<file path="config.mk">
export PLATFORM = sky130hd
export DESIGN_NAME = dma_fault_log
export DESIGN_NICKNAME = d
export VERILOG_FILES = /design/src/rtl/dma_fault_pkg.sv /design/src/rtl/dma_fault_detect.sv /design/src/rtl/dma_fault_bank.sv /design/src/rtl/dma_fault_addr.sv /design/src/rtl/dma_fault_log.sv
export SDC_FILE = /design/constraint.sdc
export NUM_CORES = 1
export LEC_CHECK = 0
export ABC_AREA = 1
export BUFFER_PORTS_ARGS = -buffer_cell sky130_fd_sc_hd__buf_2
export CELL_PAD_IN_SITES_DETAIL_PLACEMENT = 2
export CELL_PAD_IN_SITES_GLOBAL_PLACEMENT = 2
export CORE_ASPECT_RATIO = 0.7
export CORE_UTILIZATION = 19
export DETAILED_ROUTE_END_ITERATION = 8
export PLACE_DENSITY = 0.77
export SLEW_MARGIN = 20
export SYNTH_ARGS = -nofsm -noshare
export SYNTH_HDL_FRONTEND = slang
export SYNTH_SLANG_ARGS = --single-unit
</file>
<file path="constraint.sdc">
create_clock -name clk -period 1.3 [get_ports clk]
set_clock_uncertainty 0.05 [all_clocks]
set_input_delay 0.065 -clock clk [delete_from_list [all_inputs] [get_ports clk]]
set_output_delay 0.065 -clock clk [all_outputs]
set_load 0.02 [all_outputs]
</file>
<file path="src/rtl/dma_fault_pkg.sv">
`timescale 1ns/1ps
package dma_fault_pkg;
  localparam int FR_W = 16;
  localparam int B_IRQ   = 13;
  localparam int B_CMPL  = 12;
  localparam int B_LEN   = 11;
  localparam int B_CTRL  = 10;
  localparam int B_DST   = 9;
  localparam int B_SRC   = 8;
  localparam int B_PAR   = 6;
  localparam int B_CMD   = 5;
  localparam int B_CHAIN = 4;
  localparam int B_MISC  = 3;
  localparam logic [FR_W-1:0] IMPL_MASK = 16'h3F78;
  localparam logic [FR_W-1:0] DATA_MASK = 16'h0340;
endpackage

</file>
<file path="src/rtl/dma_fault_detect.sv">
`timescale 1ns/1ps
module dma_fault_detect
  import dma_fault_pkg::*;
#(
  parameter int LEN_W = 24,
  parameter int CTRL_W = 8,
  parameter int CMD_W = 8,
  parameter int ALIGN_W = 6,
  parameter logic [CTRL_W-1:0] CTRL_LEGAL = 8'h3F
) (
  input  logic              desc_vld,
  input  logic [LEN_W-1:0]  desc_len,
  input  logic [CTRL_W-1:0] desc_ctrl,
  input  logic [LEN_W-1:0]  xfer_max,
  input  logic              chain_go,
  input  logic [ALIGN_W-1:0] chain_lo,
  input  logic              chain_ok,
  input  logic              cmd_wr,
  input  logic [CMD_W-1:0]  cmd_val,
  input  logic              src_fail,
  input  logic              dst_fail,
  input  logic              par_err,
  input  logic              par_dst,
  input  logic              irq_try,
  input  logic              irq_cfg_ok,
  input  logic              cmpl_use,
  input  logic              cmpl_addr_ok,
  input  logic              desc_misc,
  output logic [FR_W-1:0]   evt,
  output logic              data_evt
);
  function automatic logic len_bad(input logic [LEN_W-1:0] len, input logic [LEN_W-1:0] cap);
    return (len == '0) || (len > cap);
  endfunction

  function automatic logic multi_hot(input logic [CMD_W-1:0] v);
    return (v & (v - 1'b1)) != '0;
  endfunction

  function automatic logic ctrl_bad(input logic [CTRL_W-1:0] c);
    return (c & ~CTRL_LEGAL) != '0;
  endfunction

  logic src_side, dst_side;
  assign src_side = src_fail | (par_err & ~par_dst);
  assign dst_side = dst_fail | (par_err &  par_dst);

  always_comb begin
    evt = '0;
    evt[B_IRQ]   = irq_try & ~irq_cfg_ok;
    evt[B_CMPL]  = cmpl_use & ~cmpl_addr_ok;
    evt[B_LEN]   = desc_vld & len_bad(desc_len, xfer_max);
    evt[B_CTRL]  = desc_vld & ctrl_bad(desc_ctrl);
    evt[B_DST]   = dst_side;
    evt[B_SRC]   = src_side;
    evt[B_PAR]   = par_err;
    evt[B_CMD]   = cmd_wr & multi_hot(cmd_val);
    evt[B_CHAIN] = chain_go & (~chain_ok | (chain_lo != '0));
    evt[B_MISC]  = desc_misc;
  end

  assign data_evt = src_side | dst_side;
endmodule

</file>
<file path="src/rtl/dma_fault_bank.sv">
`timescale 1ns/1ps
module dma_fault_bank
  import dma_fault_pkg::*;
(
  input  logic            clk,
  input  logic            rst_n,
  input  logic [FR_W-1:0] evt,
  input  logic            clr_wr,
  input  logic [FR_W-1:0] clr_val,
  output logic [FR_W-1:0] q
);
  logic [FR_W-1:0] clr_eff, keep, nxt;
  assign clr_eff = clr_wr ? clr_val : '0;
  assign keep    = q & ~clr_eff;
  assign nxt     = (keep | evt) & IMPL_MASK;

  always_ff @(posedge clk) begin
    if (!rst_n) q <= '0;
    else        q <= nxt;
  end

  // bits not cleared stay set
  a_r12_sticky: assert property (@(posedge clk) disable iff (!rst_n)
    1'b1 |=> ((q & $past(keep)) == $past(keep)));
  // an event sets its bit even against a clear
  a_r12_set_wins: assert property (@(posedge clk) disable iff (!rst_n)
    (evt != '0) |=> ((q & $past(evt)) == $past(evt)));
  // no bit rises without an event
  a_r12_no_spurious: assert property (@(posedge clk) disable iff (!rst_n)
    1'b1 |=> ((q & ~$past(q) & ~$past(evt)) == '0));
endmodule

</file>
<file path="src/rtl/dma_fault_addr.sv">
`timescale 1ns/1ps
module dma_fault_addr #(
  parameter int AW = 32
) (
  input  logic          clk,
  input  logic          rst_n,
  input  logic          data_evt,
  input  logic          data_held,
  input  logic [AW-1:0] xfer_addr,
  output logic [AW-1:0] fault_addr
);
  logic grab;
  assign grab = data_evt & ~data_held;

  always_ff @(posedge clk) begin
    if (!rst_n)    fault_addr <= '0;
    else if (grab) fault_addr <= xfer_addr;
  end

  // first data-path fault captures the address
  a_r14_capture: assert property (@(posedge clk) disable iff (!rst_n)
    (data_evt && !data_held) |=> (fault_addr == $past(xfer_addr)));
  // address holds while a data-path bit is set
  a_r14_hold: assert property (@(posedge clk) disable iff (!rst_n)
    data_held |=> $stable(fault_addr));
endmodule

</file>
<file path="src/rtl/dma_fault_log.sv">
`timescale 1ns/1ps
module dma_fault_log
  import dma_fault_pkg::*;
#(
  parameter int AW = 32,
  parameter int LEN_W = 24,
  parameter int CTRL_W = 8,
  parameter int CMD_W = 8,
  parameter int ALIGN_W = 6,
  parameter logic [CTRL_W-1:0] CTRL_LEGAL = 8'h3F
) (
  input  logic               clk,
  input  logic               rst_n,
  input  logic               desc_vld,
  input  logic [LEN_W-1:0]   desc_len,
  input  logic [CTRL_W-1:0]  desc_ctrl,
  input  logic [LEN_W-1:0]   xfer_max,
  input  logic               chain_go,
  input  logic [ALIGN_W-1:0] chain_lo,
  input  logic               chain_ok,
  input  logic               cmd_wr,
  input  logic [CMD_W-1:0]   cmd_val,
  input  logic               src_fail,
  input  logic               dst_fail,
  input  logic               par_err,
  input  logic               par_dst,
  input  logic [AW-1:0]      xfer_addr,
  input  logic               irq_try,
  input  logic               irq_cfg_ok,
  input  logic               cmpl_use,
  input  logic               cmpl_addr_ok,
  input  logic               desc_misc,
  input  logic               clr_wr,
  input  logic [15:0]        clr_val,
  output logic [15:0]        fault_reg,
  output logic [AW-1:0]      fault_addr,
  output logic               fault_any
);
  logic [FR_W-1:0] evt;
  logic            data_evt;
  logic            data_held;

  dma_fault_detect #(
    .LEN_W(LEN_W), .CTRL_W(CTRL_W), .CMD_W(CMD_W),
    .ALIGN_W(ALIGN_W), .CTRL_LEGAL(CTRL_LEGAL)
  ) u_detect (
    .desc_vld(desc_vld), .desc_len(desc_len), .desc_ctrl(desc_ctrl),
    .xfer_max(xfer_max), .chain_go(chain_go), .chain_lo(chain_lo),
    .chain_ok(chain_ok), .cmd_wr(cmd_wr), .cmd_val(cmd_val),
    .src_fail(src_fail), .dst_fail(dst_fail), .par_err(par_err),
    .par_dst(par_dst), .irq_try(irq_try), .irq_cfg_ok(irq_cfg_ok),
    .cmpl_use(cmpl_use), .cmpl_addr_ok(cmpl_addr_ok),
    .desc_misc(desc_misc), .evt(evt), .data_evt(data_evt)
  );

  dma_fault_bank u_bank (
    .clk(clk), .rst_n(rst_n), .evt(evt),
    .clr_wr(clr_wr), .clr_val(clr_val), .q(fault_reg)
  );

  assign data_held = (fault_reg & DATA_MASK) != '0;

  dma_fault_addr #(.AW(AW)) u_addr (
    .clk(clk), .rst_n(rst_n), .data_evt(data_evt),
    .data_held(data_held), .xfer_addr(xfer_addr), .fault_addr(fault_addr)
  );

  assign fault_any = fault_reg != '0;

  // source-side parity sets both parity and source bits
  a_r8_par_src: assert property (@(posedge clk) disable iff (!rst_n)
    (par_err && !par_dst) |=> (fault_reg[B_PAR] && fault_reg[B_SRC]));
  // destination-side parity sets both parity and destination bits
  a_r8_par_dst: assert property (@(posedge clk) disable iff (!rst_n)
    (par_err && par_dst) |=> (fault_reg[B_PAR] && fault_reg[B_DST]));
endmodule

</file>
# Word-level counts from Yosys, hierarchy flattened
# Index checks and enable logic that the tools add are counted.
# word_totals
reg_bits,42
out_inout_bits,49
wordCells,34
# classes
add_sub_neg,1
magnitude_cmp,1
n_mux,1
bitwise,22
n_reduce_logical,7
# ops
op,count
nonzero test 16 bit,2
> comparator 24 bit,1
zero test 24 bit,1
nonzero test 8 bit,2
AND 14 bit,1
2-to-1 mux 14 bit,1
NOT 14 bit,1
bitwise OR 14 bit,1
AND 1 bit,9
AND 8 bit,1
"subtractor 8 x 1 -> 8 bit, second input constant",1
nonzero test 6 bit,1
NOT 1 bit,5
bitwise OR 1 bit,4
logical OR 1 bit,1

# Logic depth before layout (Yosys ltp)
# Gate-level depths: netlist of run 1.
# depth
ltp_word,5
ltp_mapped,15

# Cells and area by module
# Synthesis of run 1 repeated with hierarchy kept, for this count alone.
# hier_totals
cells_unflattened,454
hier_area_um2,2850.2
# modules_own_cells
mod,instances,cells_each,area_each_um2,seq_area_each_um2
dma_fault_addr,1,208,1382.6,640.6
dma_fault_detect,1,170,970.9,0.0
dma_fault_bank,1,59,430.4,200.2
dma_fault_log,1,17,66.3,0.0

# Least setup slack after synthesis of run 1
# No wires, ideal clock.
# synth_path
path_type,flip-flop to flip-flop
start,reg u_bank.q[9]
end,reg u_addr.fault_addr[12]
setup_ns,0.116
arrival_ns,1.051
slack_ns,0.083
stages_incl_launch_ff,6
path_cell_list,dfxtp_1 -> nor3_2 -> nand2_2 -> buf_2 -> o21ai_0 -> nor2_1
# synth_via
elab_chain_len,3
# synth_rtl
item,line_no,source
from (decl),dma_fault_bank.sv:10,output logic [FR_W-1:0] q
from (signal assigned),dma_fault_bank.sv:19,else q <= nxt;
nonzero test 16 bit,dma_fault_log.sv:61,assign data_held = (fault_reg & DATA_MASK) != '0;
NOT 1 bit,dma_fault_addr.sv:13,assign grab = data_evt & ~data_held;
AND 1 bit,dma_fault_addr.sv:13,
to (signal assigned),dma_fault_addr.sv:17,else if (grab) fault_addr <= xfer_addr;
to (decl),dma_fault_addr.sv:10,output logic [AW-1:0] fault_addr
# Every way passes these cells.
# A chain may end at the register's enable or synchronous reset.

# Worst setup path in the final report of run 1
# layout_path
start,reg u_bank.q[10]
end,out fault_any
# layout_via
elab_chain_len,1
# layout_rtl
item,line_no,source
nonzero test 16 bit,dma_fault_log.sv:68,assign fault_any = fault_reg != '0;
to (decl),dma_fault_log.sv:37,output logic fault_any
# Every way passes these cells.

==> summary.txt, run 1 <==
Yosys
  • Async SR Flop Fraction: 0%
  • Number of synthesized flops with an enable pin: 0
  • Area leader, netlist: dfxtp_1
  • Synth warnings: 0
  • Post-synthesis simple-gate area fraction: 29.1%
  • Syn_area_per_cell: 6.88 um^2
  • Synth Flop Type: dfxtp_1
  • Multiplexer share of the synthesized area: 0%
  • Cell Area, Synth: 2410 um^2
  • Post-synth top area share: 34.9%
  • Post-synth top cells: 81 x nor2_1, 63 x nand2_1, 42 x dfxtp_1
  • Register area share after synthesis: 34.9%
  • Largest family of logic cells by synthesized area: simple AND/OR/NAND/NOR gates
  • Cell variety after synth: 29
  • Synth Area in Adders: 12.5%
  • #FFs+latches synth: 42
  • Synth Area in Compound Gates: 13.1%
  • XOR/XNOR Fraction of Synth Area: 0%
  • Gate Count Post-Synth: 350
  • Count leader, synth: nor2_1
  • Top cells by area, synth: dfxtp_1 35%, nor2_1 13%, ha_1 12%

Setup path
  • Crit path launch type: register
  • R2R setup slack: 0.01 ns
  • Crit-path slowest cell: dfxtp_2
  • Crit path buffers/inverters: 1
  • WP data required: 1.19 ns
  • Delay-heaviest family, CP: simple AND/OR/NAND/NOR gates
  • Worst setup EP type: primary output
  • CP arrival: 1.19 ns
  • CP max stage delay: 0.34 ns
  • Critical Path Fanout Max: 3
  • Worst path cell trace: nor4_4, nand3_4, buf_6
  • Critical path class: reg -> out

Clock tree
  • H-tree depth: 2
  • Worst skew pair latency: 0.28 ns
  • CTS tree: done
  • TritonCTS buffer count: 5
  • Clk buf depth: 2
  • CTS sink count: 42
  • Root buf cell: clkbuf_16
  • Worst-path clk slew: 0.06 ns

Floorplan
  • Top-Level Pins: 183
  • FP Rows: 33
  • Initial Utilization: 20.0%
  • Width of the chip: 137 um
  • Die area: 13100 um^2
  • Area of the core: 12000 um^2
  • Die extent in y: 96.2 um

Global routing
  • GRT overflow: 0
  • Initial antenna violation count: 1
  • Largest net degree at the start of global routing: 16
  • Gr usage total: 16.5%
  • First-pass GRT wire length: 16.6 mm
  • Number of global-route vias before repair: 3356

Route
  • WL per Instance: 14.9 um
  • Pre-antenna DRT Iters: 4
  • DR DRC count: 0
  • Routed Antenna Nets: 0
  • DR iter-0 viols: 24
  • Vias/cell: 4.22
  • Post-Route WL: 10.7 mm
  • Routed vias: 3041

Run status
  • Failing checks: hold timing, setup timing
  • Status: finished, violations left

Place
  • Inst Count DP: 679
  • Port Buf Inserts: 164
  • Post-DP Area: 3510 um^2
  • Placer Congestion: 0.767
  • Hpwl dp: 8.68 mm

Timing
  • Final min period: 1.31 ns
  • Slew Limit Fails: 0
  • Final hold violations: 1
  • Setup TNS: -0.00965 ns
  • WHS: -0.00735 ns
  • Tcrit/Tclk final: 101%
  • Max frequency: 764 MHz
  • Unrepaired setup endpoints after global routing: yes
  • Setup ws final: -0.00965 ns
  • Number of endpoints failing setup at the final stage: 1

Power and ir drop
  • Max VDD drop: 684 uV
  • Sw Share: 30.8%
  • Clock power frac: 34.6%
  • Fraction of power consumed by combinational cells: 29.5%
  • Final Power: 4.13 mW
  • Internal Power: 2.86 mW
  • Sequential Power Share: 36.0%
  • Net Switching: 1.27 mW
  • PD cells: 1010 nW/um^2
  • LEAKAGE: 2.18 nW

Layout
  • Inserted Diodes: 0
  • Syn-to-layout area delta: 70.3%
  • Filler Cell Count: 1416
  • Post-layout util: 34.1%
  • Finished Cell Area: 4100 um^2
  • Layout cells sized above 1: 38.3%
  • Non-Filler Instances: 721
  • Nets: 721

Min path
  • Worst min path class: in -> reg

Job
  • Max Cap Violations: 0
-- power by group through the flow --
stage	registers (mW)	logic [mW]	clock network [mW]
floorplan	1.64	0.441	0
global placement	1.50	1.05	0
detailed placement	1.51	1.11	0
CTS	1.48	1.20	1.50
global route	1.50	1.35	1.54
finish	1.48	1.22	1.43
-- per-layer routing --
metal  share of wire (%)  global-route usage [%]  routed length [um]  vias up
li1                    -                       -                   -     1531
met1                  42                    18.9                4500     1421
met2                  53                    31.8                5690       80
met3                 4.1                    3.32                 436        9
met4                0.95                    3.15                 102        0
met5                   0                       0                   0        -
-- worst paths after layout --
| kind | from | end | depth (start not counted) |
|---|---|---|---|
| max | u_bank.q[10] | fault_any | 3 |
| min | xfer_addr[14] | u_addr.fault_addr[14] | 3 |
| max reg2reg | u_bank.q[6] | u_addr.fault_addr[25] | 5 |
| min reg2reg | u_addr.fault_addr[12] | u_addr.fault_addr[12] | 2 |
-- cell families after synthesis --
family,after synthesis
other,1
flip-flops,42
buffers and inverters,56
adder cells (fa/ha/maj),24
AO/OA/AOI/OAI,60
AND/OR/NAND/NOR,167
-- cell usage in the layout, fill, tap and decap left out, drive strengths merged, types with 2 or more instances in the layout --
cell type,n
buf,185
a21oi,19
nor3,3
dlygate4sd3,32
or2,2
clkbuf,6
nor4,5
nand2,65
inv,38
a21o,2
nand3,4
dfxtp,42
nor2,85
clkinv,2
conb,6
o21ai,37
ha,24
-- worst reg2reg max path, cell delays in order (launching register included) --
cell     delay (ns)
dfxtp_4        0.35
nor3_4         0.20
nand2_2        0.15
buf_6          0.19
o21ai_1        0.17
nor2_1         0.08
-- flip-flops by register name, summed over array words and instances, names as in the netlist --
| register | cells |
|---|---|
| u_addr.fault_addr | 32 |
| u_bank.q | 10 |
-- through the flow --
step / worst slack (ns) / hold slack (ns)
after detailed placement: -0.193 / 0.257
after floorplan: 0.0829 / 0.132
after CTS: 0.00617 / 0.00180
final: -0.00965 / -0.00735
after global routing: -0.0965 / 0.00526
after global placement: -0.173 / 0.242
-- cell type report --
cell class                      count  area [um^2]  area share (%)
Sequential cell                    42          847            20.7
Inverter                           40          153            3.72
Timing Repair Buffer              217         1330            32.5
Tap cell                          157          196            4.79
Multi-Input combinational cell    257         1400            34.2
Clock inverter                      2         37.5           0.915
Clock buffer                        6          129            3.14
-- timing repair --
action,CTS,global route
hold buffers,32,0
resized for setup,11,10
setup endpoints to repair,3,32
pin swaps,3,5
hold endpoints to repair,31,0
setup buffers,1,1
Note: power is estimated with default switching activity, not from simulation.
==> inputs of run 2 (changes only) <==
--- a/config.mk
+++ b/config.mk
@@ -5,14 +5,13 @@
 export SDC_FILE = /design/constraint.sdc
 export NUM_CORES = 1
 export LEC_CHECK = 0
-export ABC_AREA = 1
 export BUFFER_PORTS_ARGS = -buffer_cell sky130_fd_sc_hd__buf_2
 export CELL_PAD_IN_SITES_DETAIL_PLACEMENT = 2
 export CELL_PAD_IN_SITES_GLOBAL_PLACEMENT = 2
 export CORE_ASPECT_RATIO = 0.7
-export CORE_UTILIZATION = 19
+export CORE_UTILIZATION = 20
 export DETAILED_ROUTE_END_ITERATION = 8
-export PLACE_DENSITY = 0.77
+export PLACE_DENSITY = 0.78
 export SLEW_MARGIN = 20
 export SYNTH_ARGS = -nofsm -noshare
 export SYNTH_HDL_FRONTEND = slang
==> summary.txt, run 2 <==
Floorplan
  • Initial Utilization: 20.5%
  • Die extent in y: 93.5 um
  • FP Rows: 33
  • Area of the core: 11700 um^2
  • Width of the chip: 133 um
  • Die area: 12400 um^2
  • Top-Level Pins: 183

Clock tree
  • CTS tree: done
  • Worst-path clk slew: 0.07 ns
  • Worst skew pair latency: 0.29 ns
  • Clk buf depth: 2
  • TritonCTS buffer count: 5
  • CTS sink count: 42
  • H-tree depth: 2
  • Root buf cell: clkbuf_16

Min path
  • Hold Crit Start: clr_val[10]
  • Worst min path class: in -> reg

Global routing
  • First-pass GRT wire length: 17.7 mm
  • Number of global-route vias before repair: 3311
  • Initial antenna violation count: 0
  • Largest net degree at the start of global routing: 33
  • Gr usage total: 18.6%
  • GRT overflow: 0

Route
  • DR DRC count: 0
  • DR iter-0 viols: 35
  • Pre-antenna DRT Iters: 4
  • WL per Instance: 17.4 um
  • Post-Route WL: 12.0 mm
  • Vias/cell: 4.41
  • Routed vias: 3055
  • Routed Antenna Nets: 0

Layout
  • Max FFs per register: 32
  • Inserted Diodes: 0
  • Top Registers: u_addr.fault_addr: 32 flops, u_bank.q: 10 flops
  • Most common cell after layout, fill and taps aside: buf_2
  • Commonest cells after routing, fill and taps aside: 156 x buf_2, 78 x nand2_1, 38 x dfxtp_1, 35 x dlygate4sd3_1, 29 x a21boi_1
  • Largest reg by FF count: u_addr.fault_addr
  • Syn-to-layout area delta: 93.0%
  • Non-Filler Instances: 693
  • Nets: 693
  • Post-layout util: 39.5%
  • Layout cells sized above 1: 47.9%

Timing
  • Setup ws final: -0.114 ns
  • Tcrit/Tclk final: 109%
  • Number of endpoints failing setup at the final stage: 31
  • Worst Tran Pin Value: 0.513 ns
  • Slew Limit Fails: 0
  • Rel. slew slack: 65.8%
  • Max frequency: 707 MHz
  • Final min period: 1.41 ns
  • Final hold violations: 0
  • Unrepaired setup endpoints after global routing: yes

Yosys
  • Post-synth top cells: 84 x nand2_1, 42 x dfxtp_1, 34 x a21boi_1
  • Top cells by area, synth: dfxtp_1 35%, nand2_1 13%, ha_1 13%
  • Area leader, netlist: dfxtp_1
  • Number of synthesized flops with an enable pin: 0
  • Post-synth top area share: 35.1%
  • Cell variety after synth: 36
  • Async SR Flop Fraction: 0%
  • Synth warnings: 0
  • Gate Count Post-Synth: 306
  • Register area share after synthesis: 35.1%
  • #FFs+latches synth: 42
  • Syn_area_per_cell: 7.82 um^2
  • Synth Flop Type: dfxtp_1
  • Count leader, synth: nand2_1
  • Cell Area, Synth: 2390 um^2

Place
  • Inst Count DP: 641
  • Placer Congestion: 0.794
  • Hpwl dp: 8.90 mm
  • Port Buf Inserts: 164

Setup path
  • CP Launch Point: u_bank.q[9]
  • WP data required: 1.48 ns
  • Worst path cell trace: nor3_4, o31a_1, buf_6, buf_12, buf_16, nand2_4, a21boi_1
  • FF-to-FF Start: u_bank.q[9]
  • Critical Path Fanout Max: 8
  • Crit-path slowest cell: dfxtp_2
  • CP max stage delay: 0.34 ns
  • Crit path launch type: register
  • Worst setup EP type: register
  • CP arrival: 1.59 ns
  • Crit path buffers/inverters: 3
  • Critical path class: reg -> reg
  • Delay-heaviest family, CP: buffers and inverters

Power and ir drop
  • Max VDD drop: 548 uV
  • LEAKAGE: 2.22 nW
  • PD cells: 920 nW/um^2
  • Final Power: 4.25 mW

Run status
  • Status: finished, violations left
  • Failing checks: setup timing

Job
  • Max Cap Violations: 0
[run 2: cell types whose count changed after synthesis, moves of 5 or more]
cell	delta
nor2b_1	+9
inv_1	-10
nand4_1	+5
nor2_1	-75
a21boi_1	+34
nand2_1	+21
o21ai_1	-23
o21ai_0	-11
nand3_1	+5
[run 2: worst reg2reg max path, stage by stage (launching register included)]
cell,delay [ns]
dfxtp_2,0.34
nor3_4,0.20
o31a_1,0.21
buf_6,0.13
buf_12,0.10
buf_16,0.15
nand2_4,0.05
a21boi_1,0.13
[run 2: cell families (layout without fill, tap and decap cells)]
kind of cell	Yosys count	in the layout	synth area share, %
adders and majority gates	25	25	13.0
other	1	6	0.157
and+or+nand+nor	128	128	24.0
DFF	42	42	35.1
AOI/OAI and AO/OA	67	67	19.7
buffers and inverters	43	268	8.00
[run 2: stage by stage]
stage | cell area [um^2] | TNS (ns) | setup slack, ns | hold slack [ns]
floorplan | 2620 | -0.120 | -0.120 | 0.149
global placement | 3780 | -0.674 | -0.372 | 0.249
detailed placement | 3780 | -0.718 | -0.458 | 0.263
CTS | 4440 | -0.891 | -0.103 | 0.000438
global route | 4620 | -3.37 | -0.187 | 0.0124
finish | 4620 | -1.38 | -0.114 | 0.00290
[run 2: final cells by class]
class	count	area, um^2
Inverter	25	121
Clock buffer	5	125
Fill cell	1334	7060
Timing Repair Buffer	235	1600
Sequential cell	42	846
Clock inverter	3	45.0
Tap cell	157	196
Multi-Input combinational cell	226	1690
[run 2: power breakdown]
group / leakage, nW / internal, mW / total [mW] / switching, mW
registers: 0.346 / 1.38 / 1.44 / 0.0589
clock network: 0.0760 / 0.907 / 1.49 / 0.582
logic: 1.79 / 0.661 / 1.33 / 0.665
[run 2: path summary, 6_finish.rpt]
| path | endpoint | slack (ns) | cells after the start |
|---|---|---|---|
| max reg2reg | u_addr.fault_addr[17] | -0.11 | 7 |
| max | u_addr.fault_addr[17] | -0.11 | 7 |
| min reg2reg | u_addr.fault_addr[29] | 0.41 | 2 |
| min | u_bank.q[10] | 0.003 | 4 |
[run 2: routing by layer]
layer  track usage, %  wire length (um)  up-vias
met1             22.2              5420     1463
met3             3.74               457       19
met2             33.8              5940       87
met5                0                 0        -
met4             5.08               219        0
li1                 -                 -     1486
[run 2: timing repair]
| item | in CTS | in global routing |
|---|---|---|
| hold buffers | 35 | 0 |
| gates cloned | 2 | 3 |
| endpoints found under the setup margin | 3 | 34 |
| setup buffers | 2 | 5 |
| resized for setup | 17 | 33 |
| hold endpoints to repair | 35 | 0 |
| pin swaps | 8 | 16 |
